File: src/rtl/bgen_pkg.sv
package bgen_pkg;

    typedef enum logic {
        ORD_LINEAR     = 1'b0,
        ORD_INTERLEAVE = 1'b1
    } order_e;

endpackage

File: src/rtl/bgen_seq.sv
// Holds the base address, the start value of the burst field and the step count.
module bgen_seq #(
    parameter int ADDR_W  = 15,
    parameter int BURST_W = 2
) (
    input  logic                      clk,
    input  logic                      rst_n,
    input  logic                      load_i,
    input  logic                      adv_n_i,
    input  logic [ADDR_W-1:0]         addr_i,
    output logic [ADDR_W-BURST_W-1:0] base_o,
    output logic [BURST_W-1:0]        start_o,
    output logic [BURST_W-1:0]        step_o
);
    localparam int UPPER_W = ADDR_W - BURST_W;

    typedef struct packed {
        logic [UPPER_W-1:0] base;
        logic [BURST_W-1:0] start;
        logic [BURST_W-1:0] step;
    } seq_t;

    seq_t seq_d, seq_q;

    always_comb begin
        seq_d = seq_q;
        if (load_i) begin
            // a load outranks an advance in the same cycle
            seq_d.base  = addr_i[ADDR_W-1:BURST_W];
            seq_d.start = addr_i[BURST_W-1:0];
            seq_d.step  = '0;
        end else if (!adv_n_i) begin
            seq_d.step = seq_q.step + 1'b1;   // wraps at the burst length
        end
    end

    always_ff @(posedge clk or negedge rst_n) begin
        if (!rst_n) seq_q <= '0;
        else        seq_q <= seq_d;
    end

    assign base_o  = seq_q.base;
    assign start_o = seq_q.start;
    assign step_o  = seq_q.step;

    // no strobe and no advance keeps all state
    a_r6_state_hold: assert property (@(posedge clk) disable iff (!rst_n)
        (!load_i && adv_n_i) |=> $stable(seq_q));

    // the step count returns to zero after the last beat
    a_r5_step_wrap: assert property (@(posedge clk) disable iff (!rst_n)
        (!load_i && !adv_n_i && step_o == {BURST_W{1'b1}}) |=> step_o == '0);

endmodule

File: src/rtl/bgen_order.sv
// Maps start value and step count to the burst field of the address.
module bgen_order
    import bgen_pkg::*;
#(
    parameter int BURST_W = 2
) (
    input  order_e             order_i,
    input  logic [BURST_W-1:0] start_i,
    input  logic [BURST_W-1:0] step_i,
    output logic [BURST_W-1:0] low_o
);
    logic [BURST_W-1:0] lin_w;
    logic [BURST_W-1:0] ilv_w;

    assign lin_w = start_i + step_i;   // modulo 2**BURST_W by width
    assign ilv_w = start_i ^ step_i;

    always_comb begin
        unique case (order_i)
            ORD_LINEAR:     low_o = lin_w;
            ORD_INTERLEAVE: low_o = ilv_w;
            default:        low_o = ilv_w;
        endcase
    end

endmodule

File: src/rtl/bgen_burst_addr.sv
module bgen_burst_addr
    import bgen_pkg::*;
#(
    parameter int ADDR_W  = 15,
    parameter int BURST_W = 2
) (
    input  logic              clk,
    input  logic              rst_n,
    input  logic              strobe_a_n,
    input  logic              strobe_b_n,
    input  logic              adv_n,
    input  logic              order_sel,
    input  logic [ADDR_W-1:0] addr_i,
    output logic [ADDR_W-1:0] burst_addr_o
);
    localparam int UPPER_W = ADDR_W - BURST_W;

    logic               load_w;
    logic [UPPER_W-1:0] base_w;
    logic [BURST_W-1:0] start_w;
    logic [BURST_W-1:0] step_w;
    logic [BURST_W-1:0] low_w;
    order_e             order_w;

    assign load_w  = !strobe_a_n || !strobe_b_n;
    assign order_w = order_e'(order_sel);

    bgen_seq #(
        .ADDR_W (ADDR_W),
        .BURST_W(BURST_W)
    ) u_seq (
        .clk    (clk),
        .rst_n  (rst_n),
        .load_i (load_w),
        .adv_n_i(adv_n),
        .addr_i (addr_i),
        .base_o (base_w),
        .start_o(start_w),
        .step_o (step_w)
    );

    bgen_order #(
        .BURST_W(BURST_W)
    ) u_order (
        .order_i(order_w),
        .start_i(start_w),
        .step_i (step_w),
        .low_o  (low_w)
    );

    assign burst_addr_o = {base_w, low_w};

    // a strobe loads the sampled address whatever adv_n is
    a_r2_load_addr: assert property (@(posedge clk) disable iff (!rst_n)
        load_w |=> burst_addr_o == $past(addr_i));

    // upper bits only change on a load
    a_r8_upper_hold: assert property (@(posedge clk) disable iff (!rst_n)
        !load_w |=> burst_addr_o[ADDR_W-1:BURST_W] == $past(burst_addr_o[ADDR_W-1:BURST_W]));

    // linear advance is an increment of the burst field
    a_r3_linear_step: assert property (@(posedge clk) disable iff (!rst_n)
        (!load_w && !adv_n && order_sel == 1'b0)
        |=> burst_addr_o[BURST_W-1:0] == BURST_W'($past(burst_addr_o[BURST_W-1:0]) + 1'b1));

    // every step of either order flips the lowest address bit
    a_r4_lsb_toggle: assert property (@(posedge clk) disable iff (!rst_n)
        (!load_w && !adv_n) |=> burst_addr_o[0] != $past(burst_addr_o[0]));

endmodule

File: config.mk
export PLATFORM = sky130hd
export DESIGN_NAME = bgen_burst_addr
export DESIGN_NICKNAME = d
export VERILOG_FILES = /design/src/rtl/bgen_pkg.sv /design/src/rtl/bgen_seq.sv /design/src/rtl/bgen_order.sv /design/src/rtl/bgen_burst_addr.sv
export SDC_FILE = /design/constraint.sdc
export NUM_CORES = 1
export LEC_CHECK = 0
export BUFFER_PORTS_ARGS = -buffer_cell sky130_fd_sc_hd__buf_2
export CORE_UTILIZATION = 46
export DETAILED_ROUTE_END_ITERATION = 6
export HOLD_SLACK_MARGIN = 0.08
export PLACE_DENSITY_LB_ADDON = 0.15
export SKIP_CTS_REPAIR_TIMING = 1
export SYNTH_ARGS = -nofsm -noshare
export SYNTH_HDL_FRONTEND = slang
export SYNTH_SLANG_ARGS = --single-unit
File: constraint.sdc
create_clock -name clk -period 2.9 [get_ports clk]
set_clock_uncertainty 0.1 [all_clocks]
set_input_delay 0.29 -clock clk [delete_from_list [all_inputs] [get_ports clk]]
set_output_delay 0.29 -clock clk [all_outputs]
set_load 0.05 [all_outputs]
# == Word-level counts from Yosys, hierarchy flattened ==
# Cells that the tools add are included.
# word_totals
register_bits,17
input_bits,21
output_inout_bits,15
elab_cells,14
# classes
n_addsub,2
eq_ne,1
n_mux,3
bitwise_logic,2
n_reduce_logical,3
# ops
op,n
$mux 2,2
$pmux 2 s2,1
$add 2x1->2 const B,1
$add 2x2->2,1
$logic_not 1->1,2
$ne 2x1->1 const B,1
$xor 2x2->2,1
$logic_or 1x1->1,1
$not 1->1,1

# == Longest topological paths before layout ==
# Gate-level depths: netlist of the first run.
# depth
depth_word,3
depth_mapped,3
ltp_nobuf,3

# == Cells and area by module ==
# From an unflattened synthesis of the first run, not the netlist that was laid out.
# hier_totals
hier_cells,45
hier_area_um2,740.7
# by_module_without_submodules
module,n_inst,cells_per_inst,area_each_um2,seq_area_each_um2
bgen_seq,1,40,700.7,425.4
bgen_order,1,4,36.3,0.0
bgen_burst_addr,1,1,3.8,0.0

# == Worst setup path before layout of the first run ==
# OpenSTA, ideal clock, no wires.
# synth_timing
path_type,register -> output
from,"reg u_seq.seq_q, in the netlist u_seq.start_o[0]"
to,out burst_addr_o[1]
t_arrival_ns,1.484
required_ns,2.510
path_slack_ns,1.026
path_stages_with_launch,4
path_buffers,0
path_cell_list,dfrtp_1 -> ha_1 -> nor2b_1 -> xnor2_1
# synth_between
elab_chain_cells,2
# synth_rtl
element,line,text
start: declaration,bgen_seq.sv:23,"seq_t seq_d, seq_q;"
start signal: assignment,bgen_seq.sv:39,else seq_q <= seq_d;
$add 2x2->2,bgen_order.sv:15,assign lin_w = start_i + step_i;
$pmux 2 s2,bgen_order.sv:19,unique case (order_i)
end: declaration,bgen_burst_addr.sv:14,output logic [ADDR_W-1:0] burst_addr_o
# Every way passes these cells.

# == Worst setup path in the final report of the first run ==
# layout_timing
from,"reg u_seq.seq_q, in the netlist u_seq.step_o[0]"
to,out burst_addr_o[1]
# Same word-level chain as after synthesis.

==> flow_summary_export.csv, run 1 <==
group,metric,value,unit
placement,dpl_cell_area,896,µm²
power_and_ir_drop,combinationalPowerShare,27.4,%
routing,drtIter0Drc,4,
timing,fmax,567,MHz
worst_setup_path,crit_path_max_incr_delay,410,ps
global_routing,grtUsageTotal,16.0,%
routing,avgRoutedWirePerCell,12.5,µm
timing,rsz0062_at_grt,"false",
worst_hold_path,worst_hold_path.num_cells,2,
run,cap_violations,0,
global_routing,antenna_found_initial,0,
power_and_ir_drop,clockPowerShare,22.5,%
timing,slew_headroom,76.1,%
timing,slew_viol_final,0,
cts,clkTransAtPathRegs,90,ps
worst_setup_path,cp_max_fo,3,
die,dieArea,0.00171,mm²
placement,dp_cells,92,
die,rows,13,
power_and_ir_drop,p_sw,0.000174,W
worst_setup_path,r2r_end,"u_seq.step_o[1]$_DFFE_PN0P_",
worst_hold_path,holdPathEnd,"u_seq.base_o[0]$_DFFE_PN0N_",
worst_hold_path,hp-class,"input pin to flip-flop",
cts,htreeDepth,1,
power_and_ir_drop,ir_drop,0.000363,V
cells_and_area,drive_gt1_share,67.1,%
power_and_ir_drop,seq_power_share,50.1,%
cells_and_area,layout_common_cells,"buf_2, dfrtp_1, mux2_4",
cells_and_area,final_common_cell,"buf_2",
worst_setup_path,rr_startpoint,"u_seq.step_o[0]$_DFFE_PN0P_",
cts,clock-sinks,17,
routing,routed-via-count,473,
logic_synthesis,synth_area,713,µm²
timing,setup_violations,0,
worst_setup_path,r2r_slack,1900,ps
logic_synthesis,syn_inst,43,
timing,post-route-period-util,60.9,%
power_and_ir_drop,switching_share,32.9,%
logic_synthesis,synthDistinctLibCells,10,
routing,avgViaCountPerCell,4.88,
cells_and_area,fillers,111,
power_and_ir_drop,cellPowerDensity,568,mW/mm²
cts,cts_buffers,3,
cts,cts_tree,"yes",
cells_and_area,stdcell_area,933,µm²
routing,drc,0,
worst_setup_path,slowest_stage,"dfrtp_1",
placement,numPortBuffers,35,
placement,place_ws,1450,ps
logic_synthesis,syn-num-nets,65,
timing,worst-slew-pin-transition,358,ps
worst_setup_path,worst_setup_path_start_kind,"flip-flop",
logic_synthesis,yosys_register_bits,17,
worst_setup_path,crit_chain,"ha_1, nor2b_1, xnor2_1, buf_2",
die,io_pins,36,
die,core,0.00137,mm²
worst_setup_path,cp_top_family,"flip-flops",
cells_and_area,syn_to_final_growth,30.9,%
routing,antenna_left,0,
global_routing,grt_pass1_vias,394,
logic_synthesis,ys.warnings.count,0,
global_routing,grt_first_pass_wirelength,1660,µm
logic_synthesis,syn_avg_cell_area,16.6,µm²
routing,wl,1220,µm
die,die_x,41.4,µm
timing,finalHoldViolCount,0,
worst_setup_path,r2r_cells,3,
cells_and_area,n_antenna_cell,0,
cells_and_area,fin_util,68.3,%
power_and_ir_drop,cellLeakagePower,0.491,nW
outcome,outcome,"finished clean",
global_routing,grt_overflow,0,
placement,gp_congestion,0.685,
cells_and_area,nets,105,
worst_setup_path,required,2510,ps
worst_setup_path,crit_type,"flip-flop to primary output",
die,start_util,52.2,%
timing,final.setup.tns,0,ps
cts,clockBufferDepth,2,
cells_and_area,stdcell_count,97,
logic_synthesis,ys_seq_area_share,59.6,%
worst_hold_path,hp-start,"addr_i[2]",
cts,clock_latency,280,ps
placement,post-dp-hpwl,918,µm
routing,first_pass_iters,2,
global_routing,grt_max_degree,18,
die,die_h,41.4,µm
worst_setup_path,endpoint_kind,"primary output",
worst_setup_path,critPathBufInv,1,
cts,root_buffer,"clkbuf_4",
power_and_ir_drop,p_int,0.000356,W
timing,layout_min_cycle_time,1760,ps
worst_setup_path,arrival,1370,ps
timing,setup_slack,1140,ps
==> synthesized netlist by cell type <==
cell	instances	share of area, %
buf_6	1	1.6
dfrtp_1	17	60
ha_1	1	1.8
mux2_2	7	11
mux2_4	8	17
nand2_4	1	1.6
nor2_1	1	0.53
nor2b_1	3	2.6
nor3_1	1	0.70
xnor2_1	3	3.7
==> final cells by class <==
cell class | count | area [µm²] | area share [%]
multi-input combinational | 25 | 277 | 29.6
tap | 15 | 18.8 | 2.01
clock inverter | 1 | 5.00 | 0.536
clock buffer | 3 | 22.5 | 2.41
sequential | 17 | 425 | 45.6
timing repair buffer | 36 | 185 | 19.8
==> power groups by stage <==
stage	sequential, W	combinational [W]	clock [W]
2_1_floorplan	0.000324	0.0000509	0
3_3_place_gp	0.000269	0.000144	0
3_5_place_dp	0.000270	0.000146	0
4_1_cts	0.000265	0.000146	0.000127
5_1_grt	0.000267	0.000154	0.000138
6_report	0.000265	0.000145	0.000119
==> metrics by stage <==
step	hold WS, ps	power, W
after CTS	-197	0.000538
after global placement	123	0.000413
after global routing	112	0.000560
after floorplan	-106	0.000375
final	129	0.000530
after detailed placement	122	0.000415
==> layer usage <==
metal	up-vias	wire, µm	GRT usage, %
li1	228	-	-
met1	228	485	18.0
met2	17	652	27.7
met3	0	78	7.98
met4	0	0	2.42
met5	-	0	0
==> worst max-delay path by stage <==
stage                                       startpoint         endpoint  slack, ps  cells past startpoint
after floorplan           u_seq.start_o[0]$_DFFE_PN0N_  burst_addr_o[1]       1030                      3
after global placement    u_seq.start_o[0]$_DFFE_PN0N_  burst_addr_o[1]       1460                      4
after detailed placement   u_seq.step_o[0]$_DFFE_PN0P_  burst_addr_o[1]       1450                      4
after CTS                  u_seq.step_o[0]$_DFFE_PN0P_  burst_addr_o[1]       1120                      4
after global routing       u_seq.step_o[0]$_DFFE_PN0P_  burst_addr_o[1]       1000                      4
final                      u_seq.step_o[0]$_DFFE_PN0P_  burst_addr_o[1]       1140                      4
==> registers in the layout, summed over array words and instances, names as in the netlist <==
signal / flops
u_seq.base_o: 13
u_seq.start_o: 2
u_seq.step_o: 2
==> logic make-up (layout without fill, tap and decap cells) <==
logic type | count (synthesis) | count (layout) | synth area share [%]
DFF | 17 | 17 | 59.6
muxes | 15 | 15 | 27.9
and+or+nand+nor | 6 | 6 | 5.44
xor gates and xnor gates | 3 | 3 | 3.68
adders and majority gates | 1 | 1 | 1.75
buffers and inverters | 1 | 40 | 1.58
No activity file was read; power rests on OpenSTA's default activity.
==> inputs of run 2 (changes only) <==
Settings changed: CORE_ASPECT_RATIO set to 1.25, CORE_UTILIZATION 46 to 43.
Clock period 2.9 ns to 1.8 ns, I/O delays scaled along.
==> run 2 against run 1 <==
Final cell count rose by 19%. Count of clock-buffer cells in the layout did not move. Utilization rose by 1.5 points. Sequential cell count did not move. Design area rose by 17%. First-iteration DRC count fell by 75%. Critical endpoint unchanged. Largest power group unchanged.
==> flow_summary_export.csv, run 2 (synthesized netlist as in run 1, its figures left out) <==
group,metric,value,unit
outcome,outcome,"finished clean",
die,die_x,38.4,µm
routing,wl_met3,92,µm
timing,layout_min_cycle_time,1670,ps
worst_setup_path,worst_setup_path_start_kind,"flip-flop",
worst_setup_path,r2r_slack,820,ps
routing,first_pass_iters,2,
cts,clock-sinks,17,
timing,finalHoldViolCount,0,
timing,fmax,599,MHz
cells_and_area,layout_common_cells,"buf_2, dfrtp_1, dlygate4sd3_1",
cells_and_area,n_antenna_cell,0,
timing,final.setup.tns,0,ps
routing,wl_met1,597,µm
die,rows,16,
power_and_ir_drop,cellLeakagePower,0.550,nW
routing,avgViaCountPerCell,4.64,
routing,wl,1400,µm
placement,numPortBuffers,35,
cells_and_area,final_common_cell,"buf_2",
worst_setup_path,required,1520,ps
power_and_ir_drop,cellPowerDensity,819,mW/mm²
cts,clockBufferDepth,2,
power_and_ir_drop,ir_drop,0.000586,V
routing,avgRoutedWirePerCell,12.2,µm
cts,cts_buffers,3,
global_routing,grt_overflow,0,
worst_setup_path,r2r_cells,3,
die,start_util,45.7,%
worst_setup_path,r2r_end,"u_seq.step_o[1]$_DFFE_PN0P_",
routing,drc,0,
power_and_ir_drop,combinationalPowerShare,29.1,%
global_routing,grt_max_degree,18,
cells_and_area,syn_to_final_growth,52.8,%
routing,routed-via-count,534,
timing,slew_headroom,76.0,%
cells_and_area,fillers,115,
worst_setup_path,arrival,1390,ps
cts,cts_tree,"yes",
cts,clock_latency,290,ps
cells_and_area,nets,120,
worst_hold_path,hp-start,"adv_n",
global_routing,grt_pass1_vias,460,
worst_setup_path,cp_max_fo,3,
timing,rsz0062_at_grt,"false",
die,die_h,47.5,µm
worst_setup_path,rr_startpoint,"u_seq.step_o[0]$_DFFE_PN0P_",
global_routing,antenna_found_initial,0,
timing,worst-slew-pin-transition,360,ps
timing,setup_slack,130,ps
cells_and_area,stdcell_count,115,
cts,clkTransAtPathRegs,100,ps
placement,gp_congestion,0.576,
worst_hold_path,worst_hold_path.num_cells,3,
die,dieArea,0.00183,mm²
routing,antenna_left,0,
power_and_ir_drop,switching_share,33.2,%
global_routing,grtUsageTotal,14.5,%
die,io_pins,36,
power_and_ir_drop,p_int,0.000596,W
power_and_ir_drop,clockPowerShare,23.0,%
placement,place_ws,435,ps
worst_setup_path,endpoint_kind,"primary output",
cells_and_area,largest_reg_flops,13,
global_routing,grt_first_pass_wirelength,1770,µm
run,cap_violations,0,
cells_and_area,drive_gt1_share,56.7,%
placement,dp_cells,95,
routing,drtIter0Drc,1,
routing,wl_met2,709,µm
cts,htreeDepth,1,
worst_hold_path,hp-class,"input pin to flip-flop",
timing,slew_viol_final,0,
worst_setup_path,crit_type,"flip-flop to primary output",
worst_hold_path,holdPathEnd,"u_seq.step_o[0]$_DFFE_PN0P_",
power_and_ir_drop,seq_power_share,47.9,%
power_and_ir_drop,p_sw,0.000296,W
cts,root_buffer,"clkbuf_4",
timing,setup_violations,0,
routing,highest_layer,"met3",
die,core,0.00156,mm²
timing,post-route-period-util,92.8,%
## run 2: power groups by stage
stage	registers (W)	clock network [W]	logic (W)
3_3_place_gp	0.000433	0	0.000231
4_1_cts	0.000427	0.000216	0.000234
5_1_grt	0.000431	0.000234	0.000277
6_report	0.000427	0.000205	0.000260
3_5_place_dp	0.000434	0	0.000234
2_1_floorplan	0.000522	0	0.0000821
## run 2: how the worst max path moves through the flow
| stage | from | endpoint | slack [ps] |
|---|---|---|---|
| after floorplan | u_seq.start_o[0]$_DFFE_PN0N_ | burst_addr_o[1] | 40 |
| after detailed placement | u_seq.step_o[0]$_DFFE_PN0P_ | burst_addr_o[1] | 430 |
| after CTS | u_seq.step_o[0]$_DFFE_PN0P_ | burst_addr_o[1] | 110 |
| after global placement | u_seq.start_o[0]$_DFFE_PN0N_ | burst_addr_o[1] | 470 |
| after global routing | u_seq.step_o[0]$_DFFE_PN0P_ | burst_addr_o[1] | 40 |
| final | u_seq.step_o[0]$_DFFE_PN0P_ | burst_addr_o[1] | 130 |
## run 2: per-stage QoR
stage | power [W] | cell area, µm² | utilization (%) | hold slack (ps)
6_report | 0.000892 | 1090 | 69.8 | 96.7
5_1_grt | 0.000942 | 1090 | 69.8 | 129
4_1_cts | 0.000877 | 930 | 59.5 | -312
3_5_place_dp | 0.000668 | 900 | 57.6 | 17.7
3_3_place_gp | 0.000665 | 900 | 57.6 | 15.0
2_1_floorplan | 0.000604 | 713 | - | -216
## run 2: worst max-delay path, stage by stage, from the launching register on
cell and delay, ps:
dfrtp_1 400, ha_1 170, nor2b_1 130, xnor2_1 120, buf_2 270
## run 2: metal layers
metal  up-vias  GRT usage (%)
li1        255              -
met1       251           18.3
met2        28           23.4
met3         0           2.79
met4         0           8.28
met5         -              0
## run 2: area by class of cell
type / count / area (µm²) / share of cell area (%)
flip-flops and latches: 17 / 425 / 39.0
clock buffers: 3 / 22.5 / 2.07
clock inverters: 1 / 7.51 / 0.689
well taps: 18 / 22.5 / 2.07
repair buffers: 51 / 335 / 30.8
multi-input cells: 25 / 277 / 25.4
==> inputs of run 3 (changes only) <==
Settings changed: CORE_ASPECT_RATIO 1.25 to not set, CORE_UTILIZATION 43 to 46, CTS_BUF_LIST set to sky130_fd_sc_hd__clkbuf_4 sky130_fd_sc_hd__clkbuf_8.
==> run 3 against run 2 <==
Clock power is 4% lower. First-iteration DRC count rose to 5.0 times the previous value. Sequential cell count is the same. Register-to-register slack got worse by 20 ps. Largest power group unchanged. Via count decreased by 4.3%. Global-route usage grew 2.6 points. Non-clock buffer count unchanged. Hold slack lost 2.7 ps. Count of clock-buffer cells in the layout unchanged.
==> flow_summary_export.csv, run 3 (synthesized netlist as in run 1, its figures left out) <==
group,metric,value,unit
outcome,outcome,"finished clean",
timing,fmax,611,MHz
timing,worst-slew-pin-transition,358,ps
worst_setup_path,arrival,1360,ps
routing,avgViaCountPerCell,4.56,
power_and_ir_drop,ir_drop,0.000774,V
timing,setup_violations,0,
cells_and_area,drive_gt1_share,56.7,%
power_and_ir_drop,cellPowerDensity,813,mW/mm²
placement,post-dp-hpwl,918,µm
worst_setup_path,r2r_slack,800,ps
cts,htreeDepth,1,
cts,cts_buffers,3,
routing,routed-via-count,511,
timing,finalHoldViolCount,0,
timing,layout_min_cycle_time,1640,ps
worst_setup_path,crit_type,"flip-flop to primary output",
cells_and_area,nets,120,
global_routing,grt_max_degree,18,
power_and_ir_drop,cellLeakagePower,0.555,nW
timing,slew_headroom,76.1,%
routing,first_pass_iters,2,
cells_and_area,syn_to_final_growth,52.3,%
worst_setup_path,r2r_cells,3,
global_routing,grt_first_pass_wirelength,1680,µm
cts,clock-sinks,17,
cts,root_buffer,"clkbuf_4",
cells_and_area,fin_util,79.5,%
cts,clkTransAtPathRegs,100,ps
worst_setup_path,worst_setup_path_start_kind,"flip-flop",
worst_hold_path,hp-class,"input pin to flip-flop",
global_routing,grtUsageTotal,17.1,%
cts,clock_latency,290,ps
cells_and_area,final_common_cell,"buf_2",
worst_setup_path,cp-startpoint,"u_seq.step_o[0]$_DFFE_PN0P_",
die,start_util,52.2,%
cts,cts_tree,"yes",
routing,drtIter0Drc,5,
die,rows,13,
timing,final.setup.tns,0,ps
timing,slew_viol_final,0,
global_routing,antenna_found_initial,0,
routing,avgRoutedWirePerCell,12.0,µm
placement,gp_congestion,0.686,
global_routing,grt_overflow,0,
die,die_h,41.4,µm
die,die_x,41.4,µm
routing,wl,1340,µm
cells_and_area,largest_reg_flops,13,
die,io_pins,36,
worst_setup_path,cp_max_fo,3,
placement,numPortBuffers,35,
run,cap_violations,0,
routing,drc,0,
worst_setup_path,setup.worst_path.end,"burst_addr_o[1]",
worst_setup_path,required,1520,ps
cts,clockBufferDepth,2,
timing,rsz0062_at_grt,"false",
worst_setup_path,r2r_end,"u_seq.step_o[1]$_DFFE_PN0P_",
die,core,0.00137,mm²
cells_and_area,layout_common_cells,"buf_2, dfrtp_1, dlygate4sd3_1",
die,dieArea,0.00171,mm²
global_routing,grt_pass1_vias,375,
routing,antenna_left,0,
timing,post-route-period-util,91.0,%
worst_setup_path,rr_startpoint,"u_seq.step_o[0]$_DFFE_PN0P_",
cells_and_area,n_antenna_cell,0,
worst_setup_path,endpoint_kind,"primary output",
## run 3: cell count changes in the layout (fill, tap and decap cells not counted), sizes merged
cell	delta
clkinv	+1
clkbuf	+1
clkinvlp	-1
buf	-1
## run 3: worst max-delay path, stage by stage (launching register included)
cell and delay, ps:
dfrtp_1 410, ha_1 170, nor2b_1 130, xnor2_1 120, clkbuf_4 240
## run 3: where the power goes
| part | total (W) | internal, W | switching [W] |
|---|---|---|---|
| clock | 0.000196 | 0.0000825 | 0.000114 |
| sequential | 0.000427 | 0.000411 | 0.0000154 |
| combinational | 0.000261 | 0.000102 | 0.000159 |
| total | 0.000883 | 0.000595 | 0.000288 |
## run 3: worst min path at each step
stage           from                          end  depth (start not counted)
3_3_place_gp   rst_n  u_seq.step_o[1]$_DFFE_PN0P_                          1
5_1_grt        adv_n  u_seq.step_o[0]$_DFFE_PN0P_                          3
4_1_cts        rst_n  u_seq.step_o[0]$_DFFE_PN0P_                          1
6_report       adv_n  u_seq.step_o[0]$_DFFE_PN0P_                          3
2_1_floorplan  rst_n  u_seq.base_o[0]$_DFFE_PN0N_                          0
3_5_place_dp   rst_n  u_seq.step_o[0]$_DFFE_PN0P_                          1
## run 3: area by class of cell
type	count	area, µm²
flip-flops and latches	17	425
repair buffers	51	338
fillers	77	280
multi-input cells	25	277
clock buffers	3	22.5
well taps	15	18.8
clock inverters	1	5.00
## run 3: stage by stage
step	power (W)	hold slack, ps	setup WS (ps)	instance area [µm²]	instances
global placement	0.000665	12.7	472	896	92
finish	0.000883	93.9	163	1090	112
detailed placement	0.000669	12.9	456	896	92
floorplan	0.000604	-216	36.3	713	43
CTS	0.000869	-314	119	923	96
global route	0.000931	115	26.0	1090	112
## run 3: layer usage
layer | wire [µm] | GRT usage [%] | vias up
met5 | 0 | 0 | -
met4 | 0 | 12.1 | 0
met3 | 70 | 7.98 | 0
met2 | 757 | 27.3 | 16
met1 | 514 | 17.5 | 241
li1 | - | - | 254
